`config.mk`:
```
export PLATFORM = sky130hd
export DESIGN_NAME = status_flag_unit
export DESIGN_NICKNAME = d
export VERILOG_FILES = /design/src/rtl/sfu_pkg.sv /design/src/rtl/sfu_alu_core.sv /design/src/rtl/sfu_flag_calc.sv /design/src/rtl/sfu_ctrl_bank.sv /design/src/rtl/status_flag_unit.sv
export SDC_FILE = /design/constraint.sdc
export NUM_CORES = 1
export LEC_CHECK = 0
export BUFFER_PORTS_ARGS = -buffer_cell sky130_fd_sc_hd__buf_2
export CAP_MARGIN = 20
export CORE_UTILIZATION = 35
export CTS_CLUSTER_SIZE = 24
export DETAILED_ROUTE_END_ITERATION = 10
export PLACE_DENSITY = 0.58
export RECOVER_POWER = 100
export SLEW_MARGIN = 0
export SYNTH_ARGS = -nofsm -noshare
export SYNTH_HDL_FRONTEND = slang
export SYNTH_SLANG_ARGS = --single-unit
export TNS_END_PERCENT = 20
```
`constraint.sdc`:
```
create_clock -name clk -period 7.27 [get_ports clk]
set_input_delay 0.3635 -clock clk [delete_from_list [all_inputs] [get_ports clk]]
set_output_delay 0.3635 -clock clk [all_outputs]
set_load 0.03 [all_outputs]
```
`src/rtl/sfu_pkg.sv`:
```
package sfu_pkg;

  typedef enum logic [3:0] {
    OP_ADD = 4'd0,
    OP_ADC = 4'd1,
    OP_SUB = 4'd2,
    OP_SBB = 4'd3,
    OP_AND = 4'd4,
    OP_OR  = 4'd5,
    OP_XOR = 4'd6,
    OP_INC = 4'd7,
    OP_DEC = 4'd8
  } alu_op_e;

  // arithmetic status computed for one operation
  typedef struct packed {
    logic of;
    logic sf;
    logic zf;
    logic af;
    logic pf;
    logic cf;
  } arith_flags_t;

  // registered flag word, bit 8 down to bit 0
  typedef struct packed {
    logic of;
    logic df;
    logic ie;
    logic tf;
    logic sf;
    logic zf;
    logic af;
    logic pf;
    logic cf;
  } flag_word_t;

  localparam int N_CTRL   = 3;
  localparam int CTRL_TF  = 0;
  localparam int CTRL_IE  = 1;
  localparam int CTRL_DF  = 2;

endpackage

```
`src/rtl/sfu_alu_core.sv`:
```
module sfu_alu_core
  import sfu_pkg::*;
#(
  parameter int W  = 16,
  parameter int BW = 8
) (
  input  logic [W-1:0] a,
  input  logic [W-1:0] b,
  input  logic         cin,
  input  alu_op_e      op,
  input  logic         word,
  output logic [W-1:0] res,
  output logic [W-1:0] b_eff,
  output logic         carry,
  output logic         is_logic,
  output logic         is_sub,
  output logic         keep_cf
);
  localparam logic [W-1:0] LOW_MASK = {{(W-BW){1'b0}}, {BW{1'b1}}};

  logic [W-1:0] y;
  logic         use_c;
  logic         c0;
  logic [W:0]   sum_w;
  logic [BW:0]  sum_b;
  logic [W-1:0] ares;
  logic [W-1:0] lres;

  always_comb begin
    is_sub   = (op == OP_SUB) || (op == OP_SBB) || (op == OP_DEC);
    is_logic = (op == OP_AND) || (op == OP_OR) || (op == OP_XOR);
    keep_cf  = (op == OP_INC) || (op == OP_DEC);
    use_c    = ((op == OP_ADC) || (op == OP_SBB)) && cin;
    b_eff    = keep_cf ? W'(1) : b;
    // subtraction is a + ~b + 1, with a borrow-in removing the +1
    y        = is_sub ? ~b_eff : b_eff;
    c0       = is_sub ^ use_c;
    sum_w    = {1'b0, a} + {1'b0, y} + {{W{1'b0}}, c0};
    sum_b    = {1'b0, a[BW-1:0]} + {1'b0, y[BW-1:0]} + {{BW{1'b0}}, c0};
    ares     = word ? sum_w[W-1:0] : {{(W-BW){1'b0}}, sum_b[BW-1:0]};
    carry    = (word ? sum_w[W] : sum_b[BW]) ^ is_sub;
    case (op)
      OP_AND:  lres = a & b;
      OP_OR:   lres = a | b;
      OP_XOR:  lres = a ^ b;
      default: lres = '0;
    endcase
    res = is_logic ? (word ? lres : (lres & LOW_MASK)) : ares;
  end

endmodule

```
`src/rtl/sfu_flag_calc.sv`:
```
module sfu_flag_calc
  import sfu_pkg::*;
#(
  parameter int W   = 16,
  parameter int BW  = 8,
  parameter int NIB = 4
) (
  input  logic [W-1:0]  a,
  input  logic [W-1:0]  b_eff,
  input  logic [W-1:0]  res,
  input  logic          word,
  input  logic          carry,
  input  logic          is_logic,
  input  logic          is_sub,
  output arith_flags_t  fl
);
  logic sa, sb, sr;

  always_comb begin
    sa = word ? a[W-1]     : a[BW-1];
    sb = word ? b_eff[W-1] : b_eff[BW-1];
    sr = word ? res[W-1]   : res[BW-1];

    fl.sf = sr;
    fl.zf = word ? (res == '0) : (res[BW-1:0] == '0);
    fl.pf = ~^res[BW-1:0];
    // bit NIB of a^b^res is the carry into, or borrow out of, that bit
    fl.af = is_logic ? 1'b0 : (a[NIB] ^ b_eff[NIB] ^ res[NIB]);
    fl.cf = is_logic ? 1'b0 : carry;
    if (is_logic)
      fl.of = 1'b0;
    else if (is_sub)
      fl.of = (sa != sb) && (sr != sa);
    else
      fl.of = (sa == sb) && (sr != sa);
  end

endmodule

```
`src/rtl/sfu_ctrl_bank.sv`:
```
module sfu_ctrl_bank #(
  parameter int N = 3
) (
  input  logic         clk,
  input  logic         rst,
  input  logic [N-1:0] set_i,
  input  logic [N-1:0] clr_i,
  output logic [N-1:0] q
);
  for (genvar i = 0; i < N; i++) begin : g_bit
    always_ff @(posedge clk) begin
      if (rst)
        q[i] <= 1'b0;
      else if (set_i[i])
        q[i] <= 1'b1;
      else if (clr_i[i])
        q[i] <= 1'b0;
    end
  end

endmodule

```
`src/rtl/status_flag_unit.sv`:
```
module status_flag_unit
  import sfu_pkg::*;
#(
  parameter int W   = 16,
  parameter int BW  = 8,
  parameter int NIB = 4,
  parameter int FW  = 9
) (
  input  logic          clk,
  input  logic          rst,
  input  logic [W-1:0]  op_a,
  input  logic [W-1:0]  op_b,
  input  logic          carry_in,
  input  logic [3:0]    opcode,
  input  logic          size_word,
  input  logic          flag_we,
  input  logic          df_set,
  input  logic          df_clr,
  input  logic          ie_set,
  input  logic          ie_clr,
  input  logic          tf_set,
  input  logic          tf_clr,
  output logic [W-1:0]  result,
  output logic [FW-1:0] flags
);
  logic [W-1:0]      core_res;
  logic [W-1:0]      core_b;
  logic              core_carry;
  logic              core_logic;
  logic              core_sub;
  logic              core_keep;
  arith_flags_t      nxt;
  arith_flags_t      st_q;
  logic [N_CTRL-1:0] ctrl_q;
  logic [N_CTRL-1:0] ctrl_set;
  logic [N_CTRL-1:0] ctrl_clr;
  flag_word_t        word_out;

  sfu_alu_core #(.W(W), .BW(BW)) u_core (
    .a        (op_a),
    .b        (op_b),
    .cin      (carry_in),
    .op       (alu_op_e'(opcode)),
    .word     (size_word),
    .res      (core_res),
    .b_eff    (core_b),
    .carry    (core_carry),
    .is_logic (core_logic),
    .is_sub   (core_sub),
    .keep_cf  (core_keep)
  );

  sfu_flag_calc #(.W(W), .BW(BW), .NIB(NIB)) u_calc (
    .a        (op_a),
    .b_eff    (core_b),
    .res      (core_res),
    .word     (size_word),
    .carry    (core_carry),
    .is_logic (core_logic),
    .is_sub   (core_sub),
    .fl       (nxt)
  );

  always_comb begin
    ctrl_set = '0;
    ctrl_clr = '0;
    ctrl_set[CTRL_TF] = tf_set;
    ctrl_set[CTRL_IE] = ie_set;
    ctrl_set[CTRL_DF] = df_set;
    ctrl_clr[CTRL_TF] = tf_clr;
    ctrl_clr[CTRL_IE] = ie_clr;
    ctrl_clr[CTRL_DF] = df_clr;
  end

  sfu_ctrl_bank #(.N(N_CTRL)) u_ctrl (
    .clk   (clk),
    .rst   (rst),
    .set_i (ctrl_set),
    .clr_i (ctrl_clr),
    .q     (ctrl_q)
  );

  always_ff @(posedge clk) begin
    if (rst) begin
      result <= '0;
      st_q   <= '0;
    end else begin
      result <= core_res;
      if (flag_we) begin
        st_q.of <= nxt.of;
        st_q.sf <= nxt.sf;
        st_q.zf <= nxt.zf;
        st_q.af <= nxt.af;
        st_q.pf <= nxt.pf;
        st_q.cf <= core_keep ? st_q.cf : nxt.cf;
      end
    end
  end

  always_comb begin
    word_out.of = st_q.of;
    word_out.df = ctrl_q[CTRL_DF];
    word_out.ie = ctrl_q[CTRL_IE];
    word_out.tf = ctrl_q[CTRL_TF];
    word_out.sf = st_q.sf;
    word_out.zf = st_q.zf;
    word_out.af = st_q.af;
    word_out.pf = st_q.pf;
    word_out.cf = st_q.cf;
    flags = FW'(word_out);
  end

endmodule

```
# ---- Word-level counts from Yosys, hierarchy flattened
# Cells that the tools add are included.
# Widths: inputs -> output; s select.
dict set report totals {
  elab_cells 71
  reg_bits 25
  output_inout_bits 25
  inputBits 47
}
dict set report classes {
  reduce_logical 16
  eq_ne 11
  n_addsub 4
  muxes 21
  bitwise_logic 9
}
# operator n
set ops {}
lappend ops {{$mux 16} 5}
lappend ops {{$pmux 16 s3} 1}
lappend ops {{$add 16x16->17} 1}
lappend ops {{$add 17x1->17} 1}
lappend ops {{$and 16x16->16} 1}
lappend ops {{$eq 4x3->1 const B} 4}
lappend ops {{$logic_not 16->1} 1}
lappend ops {{$not 16->16} 1}
lappend ops {{$or 16x16->16} 1}
lappend ops {{$xor 16x16->16} 1}
lappend ops {{$mux 1} 15}
lappend ops {{$add 8x8->9} 1}
lappend ops {{$add 9x1->9} 1}
lappend ops {{$eq 4x2->1 const B} 2}
lappend ops {{$logic_not 8->1} 1}
lappend ops {{$reduce_xnor 8->1} 1}
lappend ops {{$logic_or 1x1->1} 6}
lappend ops {{$reduce_bool 2->1} 3}
lappend ops {{$eq 4x1->1 const B} 1}
lappend ops {{$eq 4x4->1 const B} 1}
lappend ops {{$xor 1x1->1} 4}
lappend ops {{$logic_and 1x1->1} 3}
lappend ops {{$ne 1x1->1} 2}
lappend ops {{$reduce_and 2->1} 1}
lappend ops {{2 further kinds} 2}

# ---- Depth between registers and ports, before layout
dict set report logic_depth {
  ltp_word 14
  ltp_mapped 21
  ltp_nobuf 18
}

# ---- By module
# From an unflattened synthesis, not the netlist that was laid out.
dict set report hier_totals {
  hier_cells 456
  hier_area_um2 3474.6
}
# mod seq_area_each_um2 n_inst area_per_inst_um2 cells_each
set by_module_without_submodules {}
lappend by_module_without_submodules {sfu_alu_core 0.0 1 2462.4 357}
lappend by_module_without_submodules {status_flag_unit 440.4 1 670.6 55}
lappend by_module_without_submodules {sfu_flag_calc 0.0 1 236.5 32}
lappend by_module_without_submodules {sfu_ctrl_bank 60.1 1 105.1 12}

# ---- Worst setup path after synthesis
# No wires, ideal clock.
dict set report synth_timing {
  path_type {input port to flip-flop}
  startpoint {in opcode[0]}
  endpoint {reg st_q, in the netlist flags[3]}
  path_stages 21
  slack_ps 3262
  setup_time_ps 69
  arrival_ps 3939
  n_path_buf 3
  required_time_ps 7201
  path_cell_list {buf_2 clkbuf_1 clkbuf_1 nand2_1 xor2_1 o21a_1 nor2_1 fa_1 fa_1 a211o_1 a21oi_2 nor2b_1 nor2_1 xnor2_1 a22oi_1 ha_1 nand4_1 nor3b_1 and4_1 nand4_1 o21ai_1}
}
dict set report synth_via {
  elab_chain_len 11
  word_cells_on_any_way 30
  cone_classes {add/sub (4); eq/ne (8); mux (7); bitwise (2); reduce/logical (9)}
}
# element line_no
set synth_lines {}
lappend synth_lines {{start, declared} status_flag_unit.sv:14} ;# input logic [3:0] opcode,
lappend synth_lines {{$eq 4x3->1 / $eq 4x4->1 (equally long branches)} {sfu_alu_core.sv:32, sfu_alu_core.sv:30}}
lappend synth_lines {{$logic_or 1x1->1} sfu_alu_core.sv:32} ;# keep_cf = (op == OP_INC) || (op == OP_DEC);
lappend synth_lines {{$mux 16} sfu_alu_core.sv:34} ;# b_eff = keep_cf ? W'(1) : b;
lappend synth_lines {{$not 16->16} sfu_alu_core.sv:36} ;# y = is_sub ? ~b_eff : b_eff;
lappend synth_lines {{$mux 16} sfu_alu_core.sv:36}
lappend synth_lines {{$add 16x16->17 / $add 8x8->9 (equally long branches)} {sfu_alu_core.sv:38, sfu_alu_core.sv:39}}
lappend synth_lines {{$add 17x1->17 / $add 9x1->9 (equally long branches)} {sfu_alu_core.sv:38, sfu_alu_core.sv:39}}
lappend synth_lines {{$mux 16} sfu_alu_core.sv:40} ;# ares = word ? sum_w[W-1:0] : {{(W-BW){1'b0}}, sum_b[BW-1:0]};
lappend synth_lines {{$mux 16 *} sfu_alu_core.sv:48} ;# res = is_logic ? (word ? lres : (lres & LOW_MASK)) : ares;
lappend synth_lines {{$logic_not 16->1 / $logic_not 8->1 (equally long branches)} sfu_flag_calc.sv:25} ;# fl.zf = word ? (res == '0) : (res[BW-1:0] == '0);
lappend synth_lines {{$mux 1 *} sfu_flag_calc.sv:25}
lappend synth_lines {{end, declared} status_flag_unit.sv:33} ;# arith_flags_t st_q;
# Mark *: on every way between the ends. The rest lies on a longest branch, timed or not.
# A chain may end at the register's enable or synchronous reset.

# ---- Final worst setup path
# Ends and elaborated chain as after synthesis.

==> results.cfg <==
[outcome]
outcome = finished clean

[floorplanning]
die_h_um = 96.9
die_x_um = 96.9
start_util_pct = 36.1
core_mm2 = 0.00872
num_rows = 34
io_pins = 72
dieArea_mm2 = 0.00939

[finish]
multi_input_area_mm2 = 0.00237
finalInstanceArea_mm2 = 0.00353
num-nets-final = 595
num_antenna_cells = 0
n_fill_cell = 951
seqCellArea_um2 = 500
drive_gt1_share_pct = 11.3
syn_to_final_growth_pct = 12.0

[min_path]
holdCritPathClass = in -> reg

[logic_synthesis]
synth.most_common_cell = nor2_1
ys_top_cells_by_count = nor2_1, nand2_1, ha_1
yosysTopAreaCell = ha_1
ys_types = 51
yosysTopAreaCellShare_pct = 20.2
ys_seq_area_share_pct = 15.9
ys_warn_count = 0
yosys-top-cells-area = ha_1, dfxtp_1, nor2_1
syn-cell-area_mm2 = 0.00315
synth_top_flop_cell = dfxtp_1
syn_avg_cell_area_um2 = 7.11
synth_nets = 543
synthArstFlopShare_pct = 0
synthCells = 443
synth_edf_count = 0
ys_ff_latch = 25

[run]
cap_violations = 0

[global_route]
groute.usage.overall_pct = 18.8
grt_max_degree = 41
grt_overflow = 0
grt_pass1_vias = 3004
grt_pass1_wl_um = 14700
antenna_found_initial = 0

[placed_design]
placed_area_mm2 = 0.00355
hpwlAfterDp_um = 6920
portBuffers = 71
gp_congestion = 0.848

[critical_path]
critPathLaunchType = input pin
crit_chain = clkbuf_1, inv_1, and3_1, nor2_1, o221ai_1, ha_1, a211oi_1, nor2_1, o21ai_0, xnor2_1, o21ai_0, ha_1, nand4_1, nor3b_1, and4_1, nand4_1, o21ai_0
critPathSlowestCell = clkbuf_1
cp_num_buf_inv = 2
critPathTopFamily = simple AND/OR/NAND/NOR gates
worstPathRequired_ps = 7460
arrival_ps = 5030
cp_max_fo = 27
crit_top_cell = o21ai_0
max_stage_delay_ps = 780
endpoint_kind = flip-flop
path_class = in -> reg

[sta]
setup_viol = 0
grt_setup_unrepaired = no
hold_violations = 0
finalMaxSlewViolations = 0
clock.fmax_mhz = 207
tns_ps = 0
finalCriticalPeriod_ps = 4830
worstMarginPinSlew_ps = 1100
skew_ps = 0
period_share_pct = 66.5
hold_ws_ps = 308
slew_headroom_pct = 26.8

[clocking]
clock_latency_ps = 260
cts.sinks = 25
clockRootBuffer = clkbuf_8
post-cts-setup-buffers = 0
clk_pin_slew_ps = 70
cts_buffers = 3
htreeDepth = 1
cts_hold_buf = 0
cts_tree = built
clock_path_buffers = 2
cts_resized = 0

[drt]
drt-initial-drc-count = 266
vias = 3280
routed_wirelength_um = 8760
wl_per_cell_um = 14.5
ant_nets = 0
drt_pass1_iterations = 5
drc_errors = 0
vias_per_cell = 5.45

[power]
peakVddDrop_mv = 0.0596
p_leak_nw = 1.67
cellPowerDensity_mw_per_mm2 = 157
-- per-stage QoR --
step | utilization [%] | cells | worst slack, ps | total power [mW]
after floorplan | - | 443 | 3260 | 0.406
after global placement | 40.7 | 598 | 2680 | 0.486
after detailed placement | 40.7 | 598 | 2590 | 0.490
after CTS | 41.2 | 602 | 2850 | 0.569
after global routing | 40.5 | 602 | 1810 | 0.606
final | 40.5 | 602 | 2440 | 0.555
-- tightest hold or removal path: cells and delay by family --
| family | cells | cell delay (ps) |
|---|---|---|
| AO/OA/AOI/OAI | 1 | 30 |
| buffers and inverters | 1 | 70 |
| AND/OR/NAND/NOR | 1 | 70 |
-- routing by layer --
| metal | vias to the layer above | GRT usage, % | routed length (um) |
|---|---|---|---|
| met5 | - | 0 | 0 |
| met4 | 0 | 3.33 | 94 |
| met3 | 11 | 1.23 | 621 |
| met2 | 145 | 30.4 | 3800 |
| met1 | 1471 | 27.5 | 4240 |
| li1 | 1653 | - | - |
-- layout make-up --
| class | instances | share of cell area [%] |
|---|---|---|
| inverters | 40 | 4.25 |
| repair buffers | 72 | 9.32 |
| well taps | 108 | 3.83 |
| clock buffers | 4 | 1.28 |
| flip-flops and latches | 25 | 14.2 |
| multi-input cells | 353 | 67.2 |
-- worst paths after layout --
path | depth (start not counted) | endpoint | from | slack [ps]
max reg2reg | 2 | flags[4]$_SDFFE_PP0P_ | flags[4]$_SDFFE_PP0P_ | 6630
max | 17 | flags[3]$_SDFFE_PP0P_ | opcode[0] | 2440
min | 3 | u_ctrl.q[2]$_SDFFE_PP0P_ | df_set | 310
min reg2reg | 2 | flags[3]$_SDFFE_PP0P_ | flags[3]$_SDFFE_PP0P_ | 470
-- layout by cell type (no fill, tap or decap), drive strengths merged, types with 7 or more instances in the layout --
cell / instances
a21o: 7
a21oi: 28
buf: 45
clkbuf: 31
dfxtp: 25
ha: 51
inv: 40
nand2: 58
nand2b: 7
nand3: 7
nor2: 63
o21ai: 27
o221ai: 15
o22ai: 16
xnor2: 10
-- flip-flops by register name, indices dropped and copies added, names as in the netlist --
name / flops
flags: 6
result: 16
u_ctrl.q: 3
-- where the power goes --
part | total [mW] | internal, mW | switching, mW
Combinational | 0.321 | 0.121 | 0.200
Sequential | 0.159 | 0.154 | 0.00509
Clock | 0.0758 | 0.0390 | 0.0368
-- cells by family (layout without fill, tap and decap cells) --
group / Yosys count / after routing / share of synthesized area (%)
compound gates: 126 / 126 / 27.8
buf+inv: 65 / 116 / 8.06
fa+ha+maj: 53 / 53 / 21.5
mux: 3 / 3 / 0.953
flops: 25 / 25 / 15.9
xor+xnor: 15 / 15 / 4.17
simple gates: 156 / 156 / 21.6
Note: power is estimated with default switching activity, not from simulation.
